### config.mk
export PLATFORM = sky130hd
export DESIGN_NAME = pic_cmd_sequencer
export DESIGN_NICKNAME = d
export VERILOG_FILES = /design/src/rtl/picseq_pkg.sv /design/src/rtl/picseq_prio_find.sv /design/src/rtl/picseq_init_seq.sv /design/src/rtl/picseq_ocw_unit.sv /design/src/rtl/picseq_line_regs.sv /design/src/rtl/pic_cmd_sequencer.sv
export SDC_FILE = /design/constraint.sdc
export NUM_CORES = 1
export LEC_CHECK = 0
export BUFFER_PORTS_ARGS = -buffer_cell sky130_fd_sc_hd__buf_2
export CELL_PAD_IN_SITES_DETAIL_PLACEMENT = 1
export CELL_PAD_IN_SITES_GLOBAL_PLACEMENT = 1
export CORE_MARGIN = 2
export CORE_UTILIZATION = 42
export DETAILED_ROUTE_END_ITERATION = 10
export PLACE_DENSITY_LB_ADDON = 0.1
export SYNTH_ARGS = -nofsm -noshare
export SYNTH_HDL_FRONTEND = slang
export SYNTH_SLANG_ARGS = --single-unit
### constraint.sdc
create_clock -name clk -period 12.6 [get_ports clk]
set_clock_uncertainty 0.05 [all_clocks]
set_input_delay 2.52 -clock clk [delete_from_list [all_inputs] [get_ports clk]]
set_output_delay 2.52 -clock clk [all_outputs]
set_load 0.01 [all_outputs]
### src/rtl/picseq_pkg.sv
// Shared constants and encodings for the interrupt controller sequencer.
// Assumes eight lines and an eight-bit host bus.
package picseq_pkg;
    localparam int LINES  = 8;
    localparam int DATA_W = 8;

    // Initialization phase; the values are visible on a port.
    typedef enum logic [1:0] {
        PH_NORMAL = 2'd0,
        PH_VECTOR = 2'd1,
        PH_CASC   = 2'd2,
        PH_MODE   = 2'd3
    } phase_e;

    // Command field of the end-of-interrupt/rotation word.
    typedef enum logic [2:0] {
        CMD_RAEOI_OFF = 3'd0,
        CMD_EOI_TOP   = 3'd1,
        CMD_IDLE      = 3'd2,
        CMD_EOI_LINE  = 3'd3,
        CMD_RAEOI_ON  = 3'd4,
        CMD_EOI_TOP_R = 3'd5,
        CMD_SET_BASE  = 3'd6,
        CMD_EOI_LINE_R= 3'd7
    } cmd_e;
endpackage

### src/rtl/picseq_prio_find.sv
// Finds the highest-priority set bit of a line vector, where priority
// starts at line 'base' and wraps upward.
// Assumes LINES is a power of two, so index arithmetic wraps naturally.
module picseq_prio_find #(
    parameter int LINES = picseq_pkg::LINES,
    localparam int IDX_W = $clog2(LINES)
) (
    input  logic             clk,
    input  logic             rst_n,
    input  logic [LINES-1:0] bits_in,
    input  logic [IDX_W-1:0] base,
    output logic             found,
    output logic [IDX_W-1:0] line
);
    logic [IDX_W-1:0] cand [LINES];

    // Candidate line for each priority rank.
    genvar g;
    generate
        for (g = 0; g < LINES; g++) begin : g_rank
            assign cand[g] = base + IDX_W'(g);
        end
    endgenerate

    // Scan from lowest to highest rank so the highest set rank wins.
    always_comb begin
        found = 1'b0;
        line  = '0;
        for (int k = LINES - 1; k >= 0; k--) begin
            if (bits_in[cand[k]]) begin
                found = 1'b1;
                line  = cand[k];
            end
        end
    end

    // a reported line is always one that is set.
    assert_found_is_set_R8: assert property (@(posedge clk) disable iff (!rst_n)
        found |-> bits_in[line]);
    // nothing is reported for an empty vector.
    assert_empty_none_R10: assert property (@(posedge clk) disable iff (!rst_n)
        (bits_in == '0) |-> !found);
endmodule

### src/rtl/picseq_init_seq.sv
// Initialization word sequencer: tracks the phase, latches the opener
// flags, the vector base and the mode word, and says when an odd-address
// write is a mask load.
// Assumes icw1_wr and port1_wr are never high together (decoded from addr).
module picseq_init_seq #(
    parameter int LINES  = picseq_pkg::LINES,
    parameter int DATA_W = picseq_pkg::DATA_W,
    localparam int IDX_W = $clog2(LINES)
) (
    input  logic               clk,
    input  logic               rst_n,
    input  logic               icw1_wr,
    input  logic               port1_wr,
    input  logic [DATA_W-1:0]  wdata,
    output picseq_pkg::phase_e phase,
    output logic               single_mode,
    output logic [DATA_W-1:0]  vector_base,
    output logic               fully_nested,
    output logic               auto_eoi,
    output logic               mask_load
);
    import picseq_pkg::*;

    localparam logic [DATA_W-1:0] LOW_MASK = DATA_W'((1 << IDX_W) - 1);

    logic need_mode;

    // Phase register and the values latched along the init sequence.
    always_ff @(posedge clk) begin
        if (!rst_n) begin
            phase        <= PH_NORMAL;
            need_mode    <= 1'b0;
            single_mode  <= 1'b0;
            vector_base  <= '0;
            fully_nested <= 1'b0;
            auto_eoi     <= 1'b0;
        end else if (icw1_wr) begin
            phase        <= PH_VECTOR;
            need_mode    <= wdata[0];
            single_mode  <= wdata[1];
            vector_base  <= '0;
            fully_nested <= 1'b0;
            auto_eoi     <= 1'b0;
        end else if (port1_wr) begin
            case (phase)
                PH_VECTOR: begin
                    vector_base <= wdata & ~LOW_MASK;
                    if (single_mode) phase <= need_mode ? PH_MODE : PH_NORMAL;
                    else             phase <= PH_CASC;
                end
                PH_CASC:  phase <= need_mode ? PH_MODE : PH_NORMAL;
                PH_MODE: begin
                    fully_nested <= wdata[4];
                    auto_eoi     <= wdata[1];
                    phase        <= PH_NORMAL;
                end
                default: ;
            endcase
        end
    end

    // Mask loads happen only outside the init sequence.
    assign mask_load = port1_wr && (phase == PH_NORMAL);

    // reset returns the sequencer to normal with flags cleared.
    assert_reset_state_R1: assert property (@(posedge clk)
        !rst_n |=> (phase == PH_NORMAL) && !auto_eoi && !fully_nested && (vector_base == '0));
    // an opener always leads to the vector phase.
    assert_opener_phase_R2: assert property (@(posedge clk) disable iff (!rst_n)
        icw1_wr |=> (phase == PH_VECTOR));
    // without single mode the vector word leads to the cascade phase.
    assert_cascade_path_R3: assert property (@(posedge clk) disable iff (!rst_n)
        (port1_wr && phase == PH_VECTOR && !single_mode) |=> (phase == PH_CASC));
    // the mode word always ends the sequence.
    assert_mode_ends_R4: assert property (@(posedge clk) disable iff (!rst_n)
        (port1_wr && phase == PH_MODE) |=> (phase == PH_NORMAL));
endmodule

### src/rtl/picseq_ocw_unit.sv
// Operation command unit: executes end-of-interrupt, rotation and
// read/poll/special-mask control words, holds the rotation base and the
// control flags, and produces in-service clear requests.
// Assumes a poll read and a command write never fall in the same cycle.
module picseq_ocw_unit #(
    parameter int LINES  = picseq_pkg::LINES,
    parameter int DATA_W = picseq_pkg::DATA_W,
    localparam int IDX_W = $clog2(LINES)
) (
    input  logic              clk,
    input  logic              rst_n,
    input  logic              icw1_wr,
    input  logic              ocw2_wr,
    input  logic              ocw3_wr,
    input  logic [DATA_W-1:0] wdata,
    input  logic [LINES-1:0]  isr,
    input  logic              top_found,
    input  logic [IDX_W-1:0]  top_line,
    input  logic              poll_read,
    input  logic              poll_hit,
    input  logic [IDX_W-1:0]  poll_line,
    input  logic              auto_eoi,
    output logic [IDX_W-1:0]  rot_base,
    output logic              rot_on_aeoi,
    output logic              poll_armed,
    output logic              read_isr,
    output logic              special_mask,
    output logic [LINES-1:0]  isr_clr
);
    import picseq_pkg::*;

    cmd_e             cmd;
    logic [IDX_W-1:0] sel_line;

    assign cmd      = cmd_e'(wdata[DATA_W-1 -: 3]);
    assign sel_line = wdata[IDX_W-1:0];

    // Which in-service bit a command word clears.
    always_comb begin
        isr_clr = '0;
        if (ocw2_wr) begin
            case (cmd)
                CMD_EOI_TOP, CMD_EOI_TOP_R:
                    if (top_found) isr_clr[top_line] = 1'b1;
                CMD_EOI_LINE, CMD_EOI_LINE_R:
                    isr_clr[sel_line] = 1'b1;
                default: ;
            endcase
        end
    end

    // Rotation base, control flags and poll arming.
    always_ff @(posedge clk) begin
        if (!rst_n || icw1_wr) begin
            rot_base     <= '0;
            rot_on_aeoi  <= 1'b0;
            poll_armed   <= 1'b0;
            read_isr     <= 1'b0;
            special_mask <= 1'b0;
        end else begin
            if (ocw2_wr) begin
                case (cmd)
                    CMD_RAEOI_OFF, CMD_RAEOI_ON: rot_on_aeoi <= wdata[DATA_W-1];
                    CMD_EOI_TOP_R: if (top_found) rot_base <= top_line + 1'b1;
                    CMD_SET_BASE, CMD_EOI_LINE_R: rot_base <= sel_line + 1'b1;
                    default: ;
                endcase
            end
            if (ocw3_wr) begin
                if (wdata[2]) poll_armed   <= 1'b1;
                if (wdata[1]) read_isr     <= wdata[0];
                if (wdata[6]) special_mask <= wdata[5];
            end
            if (poll_read) begin
                poll_armed <= 1'b0;
                if (poll_hit && auto_eoi && rot_on_aeoi) rot_base <= poll_line + 1'b1;
            end
        end
    end

    // the set-base command puts the chosen line + 1 at the top.
    assert_set_base_R9: assert property (@(posedge clk) disable iff (!rst_n)
        (ocw2_wr && wdata[DATA_W-1 -: 3] == 3'd6 && !poll_read)
        |=> (rot_base == $past(wdata[IDX_W-1:0]) + 1'b1));
    // a rotating non-specific EOI with nothing in service keeps the base.
    assert_empty_eoi_R10: assert property (@(posedge clk) disable iff (!rst_n)
        (ocw2_wr && wdata[DATA_W-1 -: 3] == 3'd5 && isr == '0 && !poll_read)
        |=> $stable(rot_base));
    // any read while armed disarms polling.
    assert_poll_disarm_R11: assert property (@(posedge clk) disable iff (!rst_n)
        (poll_read && !ocw3_wr) |=> !poll_armed);
endmodule

### src/rtl/picseq_line_regs.sv
// Request, in-service and mask registers for the eight lines.
// Assumes an acknowledge and an in-service clear never coincide.
module picseq_line_regs #(
    parameter int LINES  = picseq_pkg::LINES,
    parameter int DATA_W = picseq_pkg::DATA_W,
    localparam int IDX_W = $clog2(LINES)
) (
    input  logic              clk,
    input  logic              rst_n,
    input  logic              clear_all,
    input  logic              mask_load,
    input  logic [DATA_W-1:0] wdata,
    input  logic [LINES-1:0]  req_in,
    input  logic [LINES-1:0]  isr_clr,
    input  logic              ack_valid,
    input  logic [IDX_W-1:0]  ack_line,
    input  logic              ack_to_isr,
    output logic [LINES-1:0]  irr,
    output logic [LINES-1:0]  isr,
    output logic [LINES-1:0]  imr
);
    logic [LINES-1:0] ack_mask;

    // One-hot view of the acknowledged line.
    always_comb begin
        ack_mask = '0;
        if (ack_valid) ack_mask[ack_line] = 1'b1;
    end

    // Register updates: clear-all wins, then set and clear terms.
    always_ff @(posedge clk) begin
        if (!rst_n || clear_all) begin
            irr <= '0;
            isr <= '0;
            imr <= '0;
        end else begin
            irr <= (irr & ~ack_mask) | req_in;
            isr <= (isr & ~isr_clr) | (ack_to_isr ? ack_mask : '0);
            if (mask_load) imr <= wdata[LINES-1:0];
        end
    end

    // every request pulse is held in the request register.
    assert_req_latched_R13: assert property (@(posedge clk) disable iff (!rst_n)
        (req_in != '0 && !clear_all) |=> ((irr & $past(req_in)) == $past(req_in)));
    // a requested in-service clear takes effect on the next cycle.
    assert_isr_cleared_R9: assert property (@(posedge clk) disable iff (!rst_n)
        (isr_clr != '0 && !clear_all && !ack_valid) |=> ((isr & $past(isr_clr)) == '0));
    // a mask load is visible on the next cycle.
    assert_mask_load_R5: assert property (@(posedge clk) disable iff (!rst_n)
        (mask_load && !clear_all) |=> (imr == $past(wdata[LINES-1:0])));
    // an acknowledge into service sets exactly that line.
    assert_ack_sets_R11: assert property (@(posedge clk) disable iff (!rst_n)
        (ack_valid && ack_to_isr && !clear_all) |=> isr[$past(ack_line)]);
endmodule

### src/rtl/pic_cmd_sequencer.sv
// Top of the command and initialization sequencer: decodes host writes on
// the shared even address, routes them to the init sequencer and the
// command unit, and muxes the read data including poll results.
// Assumes wr_en and rd_en are never high in the same cycle.
module pic_cmd_sequencer #(
    parameter int LINES  = picseq_pkg::LINES,
    parameter int DATA_W = picseq_pkg::DATA_W,
    localparam int IDX_W = $clog2(LINES)
) (
    input  logic              clk,
    input  logic              rst_n,
    input  logic              addr,
    input  logic              wr_en,
    input  logic              rd_en,
    input  logic [DATA_W-1:0] wdata,
    output logic [DATA_W-1:0] rdata,
    input  logic [LINES-1:0]  req_in,
    input  logic              pend_valid,
    input  logic [IDX_W-1:0]  pend_line,
    output logic [1:0]        init_phase,
    output logic              single_mode,
    output logic [DATA_W-1:0] vector_base,
    output logic              fully_nested,
    output logic              auto_eoi,
    output logic              rot_on_aeoi,
    output logic              special_mask,
    output logic [IDX_W-1:0]  rot_base,
    output logic [LINES-1:0]  irr_q,
    output logic [LINES-1:0]  isr_q,
    output logic [LINES-1:0]  imr_q
);
    import picseq_pkg::*;

    logic             wr_even, icw1_wr, ocw2_wr, ocw3_wr, port1_wr;
    logic             mask_load, poll_armed, read_isr, poll_read, ack_valid;
    logic             top_found;
    logic [IDX_W-1:0] top_line;
    logic [LINES-1:0] isr_clr;
    phase_e           phase;

    // Split even-address writes by data bits 4 and 3.
    assign wr_even  = wr_en && !addr;
    assign icw1_wr  = wr_even && wdata[4];
    assign ocw3_wr  = wr_even && !wdata[4] && wdata[3];
    assign ocw2_wr  = wr_even && !wdata[4] && !wdata[3];
    assign port1_wr = wr_en && addr;

    assign poll_read  = rd_en && poll_armed;
    assign ack_valid  = poll_read && pend_valid;
    assign init_phase = phase;

    picseq_init_seq #(.LINES(LINES), .DATA_W(DATA_W)) init_i (
        .clk(clk), .rst_n(rst_n), .icw1_wr(icw1_wr), .port1_wr(port1_wr),
        .wdata(wdata), .phase(phase), .single_mode(single_mode),
        .vector_base(vector_base), .fully_nested(fully_nested),
        .auto_eoi(auto_eoi), .mask_load(mask_load)
    );

    picseq_prio_find #(.LINES(LINES)) find_i (
        .clk(clk), .rst_n(rst_n), .bits_in(isr_q), .base(rot_base),
        .found(top_found), .line(top_line)
    );

    picseq_ocw_unit #(.LINES(LINES), .DATA_W(DATA_W)) ocw_i (
        .clk(clk), .rst_n(rst_n), .icw1_wr(icw1_wr), .ocw2_wr(ocw2_wr),
        .ocw3_wr(ocw3_wr), .wdata(wdata), .isr(isr_q), .top_found(top_found),
        .top_line(top_line), .poll_read(poll_read), .poll_hit(pend_valid),
        .poll_line(pend_line), .auto_eoi(auto_eoi), .rot_base(rot_base),
        .rot_on_aeoi(rot_on_aeoi), .poll_armed(poll_armed),
        .read_isr(read_isr), .special_mask(special_mask), .isr_clr(isr_clr)
    );

    picseq_line_regs #(.LINES(LINES), .DATA_W(DATA_W)) regs_i (
        .clk(clk), .rst_n(rst_n), .clear_all(icw1_wr), .mask_load(mask_load),
        .wdata(wdata), .req_in(req_in), .isr_clr(isr_clr),
        .ack_valid(ack_valid), .ack_line(pend_line), .ack_to_isr(!auto_eoi),
        .irr(irr_q), .isr(isr_q), .imr(imr_q)
    );

    // Read data: poll result while armed, else the addressed register.
    always_comb begin
        if (poll_armed) begin
            rdata = pend_valid ? {1'b1, {(DATA_W-1-IDX_W){1'b0}}, pend_line} : '0;
        end else if (addr) begin
            rdata = DATA_W'(imr_q);
        end else begin
            rdata = DATA_W'(read_isr ? isr_q : irr_q);
        end
    end

    // an armed read with nothing pending returns zero.
    assert_poll_empty_R11: assert property (@(posedge clk) disable iff (!rst_n)
        (poll_read && !pend_valid) |-> (rdata == '0));
    // an acknowledge removes the request it granted.
    assert_ack_drops_req_R11: assert property (@(posedge clk) disable iff (!rst_n)
        (ack_valid && req_in == '0) |=> !irr_q[$past(pend_line)]);
endmodule

==> results by group, run 1 <==
Outcome
  – Outcome: finished clean

CTS
  – Clock-pin slew on the worst setup and hold paths: 80 ps
  – CTS tree: done
  – CTS buffer count: 5
  – Post-CTS Hold Fix Bufs: 0
  – Root buffer cell: clkbuf_8
  – Setup bufs post-CTS: 0
  – Post_cts resized: 0
  – H-tree depth: 2
  – Clk_lat worst skew: 300 ps
  – Num Clock Sinks: 42
  – Clock buffer depth: 2

Cells and area
  – Area grow syn2layout: 15.1%
  – Finished Cell Area: ~0.0036 mm^2
  – Layout Nets: 487
  – Post-route insts no fill: 552
  – ANT cells: 0
  – Layout cell share with drive strength beyond 1: 0.223

Pwr
  – Power Total: 296 uW
  – Lkg Pwr: roughly 1.6 nW
  – Power per cell area: 82.2 mW/mm^2
  – Max rail drop VDD: around 50 uV

Floorplanning
  – Chip Width: 90.3 um
  – Area of the die: 0.00815 mm^2
  – Initial Utilization: 0.433
  – Core ar.: 0.00721 mm^2
  – Die extent in y: around 90 um
  – Total I/O pin count: 75
  – Row count: 31

Synth
  – Post-synth cell types: between 50 and 60
  – Yosys top cell area share: 0.269
  – Sequential share of the synthesized area: 0.269
  – EDFF count, synth: 0
  – Yosys synthesis warning count: 0
  – Synth Register Bits: 42
  – Syn avg cell area: 7.85 um^2
  – Mapped cell area: 0.00313 mm^2
  – Mapped Cells: 398
  – Primary FF master, synth: dfxtp_1
  – Synth area leaders: dfxtp_1 (27%), mux2i_1 (9.3%), a21oi_1 (8.0%)
  – Async S/R FF share, synth: 0
  – Synth area leader: dfxtp_1

GRT
  – Initial antenna violation count: 0
  – Largest net degree at the start of global routing: 42
  – GRT Total Usage: 0.250
  – First-pass GRT wire length: 16.7 mm
  – Vias in the first global route: ~3200
  – GR Overflow Total: 0

Placed design
  – Post-Place Cell Area: 0.00349 mm^2
  – IO Port Bufs: 71
  – RePlAce Congestion: 0.852
  – Placed Cells: between 500 and 600
  – DP HPWL: 7.76 mm

Routing
  – DRC Markers: 0
  – Avg Vias per Cell: 5.73
  – Via Count: 3163
  – Drt wl/cell: 18.1 um
  – Post-route ant nets: 0
  – DRT Pass-1 Iters: 4
  – Routed WL: around 10 mm
  – Drt first-iter violations: 127

Timing
  – Max Freq: 170 MHz
  – Setup total negative slack: 0 ps
  – Worst Max-Slew Pin Slew: 828 ps
  – Final period util: 0.467
  – Min Tclk post-route: 5890 ps
  – Min Hold Slack: 430 ps
  – Final setup violation count: 0
  – Max_slew headroom: 0.440
  – Final count of hold timing violations: 0
  – Count of pins over their slew limit: 0
  – RSZ-0062 raised after global routing: false

Critical path
  – Startpoint Class: input port
  – CP Max Fanout: 23
  – Req. time, crit path: 10030 ps
  – Critical path arrival: 3320 ps
  – WS Path Type: input port to primary output
  – Endpoint type of the worst setup path: primary output
  – Slack of the worst reg-to-reg path: between 8000 and 9000 ps

Worst hold path
  – Worst min path class: flip-flop to flip-flop

Run
  – Max Cap Viol: 0
layout by cell type, fill, tap and decap left out, types with 3 or more instances in the layout:
master | synthesis | final
a31oi_1 | 9 | 9
mux2_2 | 6 | 6
and2_1 | 4 | 4
inv_1 | 15 | 15
nand3_1 | 17 | 17
nor2b_1 | 8 | 8
clkbuf_8 | 0 | 5
nand2b_1 | 4 | 4
mux4_2 | 9 | 9
a211oi_1 | 6 | 6
a21oi_1 | 50 | 50
nor2_1 | 53 | 53
nand2_1 | 31 | 31
o21ai_0 | 16 | 16
conb_1 | 1 | 3
mux2i_1 | 29 | 29
xnor2_1 | 4 | 4
buf_2 | 2 | 71
nor3_1 | 11 | 11
dfxtp_1 | 42 | 42
ha_1 | 10 | 10
worst paths after layout:
| check | to | from | cells past startpoint |
|---|---|---|---|
| hold reg to reg | ocw_i.special_mask | ocw_i.special_mask | 2 |
| setup reg to reg | ocw_i.rot_base[1] | ocw_i.rot_base[1] | 14 |
| hold / removal | ocw_i.special_mask | ocw_i.special_mask | 2 |
| setup / recovery | rdata[1] | addr | 5 |
cell usage after synthesis (all sizes together) (4+ instances only):
cell type,count
nor2,53
a21oi,50
dfxtp,42
nand2,31
mux2i,29
nand3,17
o21ai,17
clkbuf,16
inv,16
nor3,12
buf,11
ha,10
a31oi,9
mux4,9
nor2b,8
a211oi,6
mux2,6
and2,4
nand2b,4
xnor2,4
kinds of logic (layout without fill, tap and decap cells):
group | Yosys count | count (layout) | synth area share
mux | 44 | 44 | 0.179
fa+ha+maj | 10 | 10 | 0.0400
flops | 42 | 42 | 0.269
buf+inv | 43 | 96 | 0.0612
other cells | 1 | 3 | 0.00120
xor+xnor | 5 | 5 | 0.0140
simple gates | 147 | 147 | 0.228
compound gates | 106 | 106 | 0.207
stage by stage:
step                       util  setup WS, ps
after detailed placement  0.484          6720
after CTS                 0.499          6720
final                     0.499          6710
after global placement    0.484          6750
after global routing      0.499          6620
after floorplan               -          6580
sequential cells by signal, summed over array words and instances (netlist names):
name	count
ocw_i.poll_armed	1
init_i.single_mode	1
init_i.phase	2
regs_i.imr	8
ocw_i.rot_on_aeoi	1
init_i.need_mode	1
ocw_i.read_isr	1
init_i.vector_base	5
regs_i.isr	8
ocw_i.special_mask	1
init_i.auto_eoi	1
init_i.fully_nested	1
ocw_i.rot_base	3
regs_i.irr	8
metal layers:
metal	track usage	part of all wire	vias up
met5	0	0	-
met4	0.0679	0.011	0
met3	0.0326	0.040	11
met2	0.438	0.51	76
met1	0.324	0.44	1537
li1	-	-	1539
final cells by class:
class,count,area (um^2)
fillers,966,3620
clock inverters,3,40.0
inverters,16,60.1
clock buffers,5,68.8
flip-flops and latches,42,841
repair buffers,72,363
multi-input cells,315,2100
well taps,99,124
report_power, final:
group / internal, mW / leakage (nW) / total, mW / switching, mW
registers: 0.137 / 0.342 / 0.141 / 0.00435
logic: 0.0178 / 1.18 / 0.0465 / 0.0287
clock network: 0.0584 / 0.0579 / 0.108 / 0.0495
total: 0.213 / 1.58 / 0.296 / 0.0826
worst max-delay path, cell delays in order:
cell and delay, ps:
buf_2 320, nor2_1 100, a21oi_1 120, o21ai_0 90
buf_2 160
Note: power is estimated with default switching activity, not from simulation.
==> inputs of run 2 (changes only) <==
Settings changed: ABC_AREA set to 1, CORE_UTILIZATION 42 to 37.
Clock period 12.6 ns to 5.9 ns, I/O delays scaled along.
==> results by group, run 2 <==
Routing
  – DRT Pass-1 Iters: 4
  – Post-route ant nets: 0
  – DRC Markers: 0
  – Routed WL: 10.2 mm
  – Drt first-iter violations: 80
  – Via Count: about 3400
  – Avg Vias per Cell: 5.14
  – Drt wl/cell: 15.4 um

Pwr
  – Power per cell area: 179 mW/mm^2
  – Lkg Pwr: 1.70 nW
  – Max rail drop VDD: roughly 130 uV

Critical path
  – Endpoint type of the worst setup path: primary output
  – CP Max Fanout: 18
  – Req. time, crit path: 4670 ps
  – Critical path arrival: 2210 ps
  – WS Path Type: input port to primary output
  – Startpoint Class: input port

Synth
  – Mapped Cells: 494
  – Mapped cell area: slightly above 0.003 mm^2
  – Post-synth top cells: nand2_1 (145), nand3_1 (55), a21oi_1 (46)
  – Syn avg cell area: roughly 6.3 um^2
  – Synth area leaders: dfxtp_1 (27%), nand2_1 (18%), nand3_1 (8.9%)
  – Primary FF master, synth: dfxtp_1
  – Yosys synthesis warning count: 0
  – Yosys top cell area share: 0.271
  – EDFF count, synth: 0
  – Synth Register Bits: between 40 and 50
  – Post-synth cell types: 35
  – Most frequent cell after synthesis: nand2_1
  – Sequential share of the synthesized area: 0.271
  – Synth area leader: dfxtp_1
  – Async S/R FF share, synth: 0

Cells and area
  – FF+latch area: 841 um^2
  – Multi-input gate area: just under 0.002 mm^2
  – Util after Layout: 0.442
  – ANT cells: 0
  – Post-route insts no fill: 663
  – Area grow syn2layout: 16.3%
  – Layout Nets: 592
  – Most frequent cells in the layout: nand2_1 (145), buf_2 (71), nand3_1 (55)
  – Commonest non-fill, non-tap cell in the layout: nand2_1
  – Fill count: roughly 1100
  – Layout cell share with drive strength beyond 1: 0.251
  – Largest regs: regs_i.imr (8), regs_i.irr (8), regs_i.isr (8)

Timing
  – Max_slew headroom: 0.472
  – Final setup violation count: 0
  – Final period util: 0.582
  – Min Tclk post-route: 3440 ps
  – Final worst slack: between 2000 and 2500 ps
  – Min Hold Slack: 416 ps
  – RSZ-0062 raised after global routing: false
  – Max Freq: 291 MHz
  – Final count of hold timing violations: 0
  – Setup total negative slack: 0 ps
  – Count of pins over their slew limit: 0
  – Worst Max-Slew Pin Slew: 790 ps

CTS
  – CTS tree: done
  – Post-CTS Hold Fix Bufs: 0
  – Clock-pin slew on the worst setup and hold paths: 80 ps
  – Setup bufs post-CTS: 0
  – Post_cts resized: 0
  – Num Clock Sinks: 42
  – Clock buffer depth: 2
  – CTS buffer count: 5
  – Root buffer cell: clkbuf_8
  – H-tree depth: 2
  – Clk_lat worst skew: 300 ps

Outcome
  – Outcome: finished clean

GRT
  – GRT Total Usage: 0.234
  – GR Overflow Total: 0
  – Vias in the first global route: roughly 3500
  – Largest net degree at the start of global routing: 33
  – Initial antenna violation count: 0
  – First-pass GRT wire length: 16.7 mm

Worst hold path
  – Worst min path class: flip-flop to flip-flop

Floorplanning
  – Initial Utilization: 0.380
  – Area of the die: 0.00914 mm^2
  – Total I/O pin count: 75
  – Die extent in y: 95.6 um
  – Core ar.: 0.00818 mm^2
  – Chip Width: 95.6 um
  – Row count: 33

Placed design
  – Placed Cells: 655
  – RePlAce Congestion: 0.840
  – Worst slack at placement: 2480 ps
  – IO Port Bufs: just over 70
  – DP HPWL: 8.25 mm

Run
  – Max Cap Viol: 0
[run 2: cells by family after synthesis]
logic type	after synthesis	synth area share
buffers and inverters	72	0.0992
DFF	42	0.271
and+or+nand+nor	277	0.416
AOI/OAI and AO/OA	90	0.164
adders and majority gates	10	0.0403
xor gates and xnor gates	2	0.00806
other	1	0.00121
[run 2: critical path, cell delays in order]
cell	delay [ps]
buf_2	90
clkinv_1	350
o21ai_0	300
o22ai_1	130
buf_2	150
[run 2: per-layer routing]
| metal | global-route usage | share of wire | wire length (um) | vias up |
|---|---|---|---|---|
| li1 | - | - | - | 1735 |
| met1 | 0.283 | 0.45 | 4580 | 1602 |
| met2 | 0.428 | 0.51 | 5180 | 57 |
| met3 | 0.0340 | 0.033 | 335 | 14 |
| met4 | 0.0619 | 0.013 | 137 | 0 |
| met5 | 0 | 0 | 0 | - |
[run 2: power by group]
| part | leakage (nW) | switching [mW] | internal (mW) | total [mW] |
|---|---|---|---|---|
| logic | 1.31 | 0.0750 | 0.0402 | 0.115 |
| clock network | 0.0524 | 0.102 | 0.127 | 0.229 |
| registers | 0.342 | 0.00919 | 0.293 | 0.302 |
[run 2: cell type report]
type / count / share of cell area
flip-flops and latches: 42 / 0.233
inverters: 54 / 0.0568
clock buffers: 7 / 0.0211
well taps: 105 / 0.0364
repair buffers: 72 / 0.101
multi-input cells: 382 / 0.544
clock inverters: 1 / 0.00832
[run 2: per-stage QoR]
step / total power [mW] / instance area [um^2]
floorplan: 0.380 / 3110
global placement: 0.421 / 3500
detailed placement: 0.424 / 3500
CTS: 0.652 / 3610
global route: 0.678 / 3610
finish: 0.646 / 3610
[run 2: worst paths after layout]
check                                            from               endpoint  slack (ps)  depth (start not counted)
worst max-delay path                             addr               rdata[0]        2460                          5
worst min-delay path            init_i.vector_base[3]  init_i.vector_base[3]         420                          2
worst min register to register  init_i.vector_base[3]  init_i.vector_base[3]         420                          2
worst max register to register      ocw_i.rot_base[0]      ocw_i.rot_base[2]        2560                         21
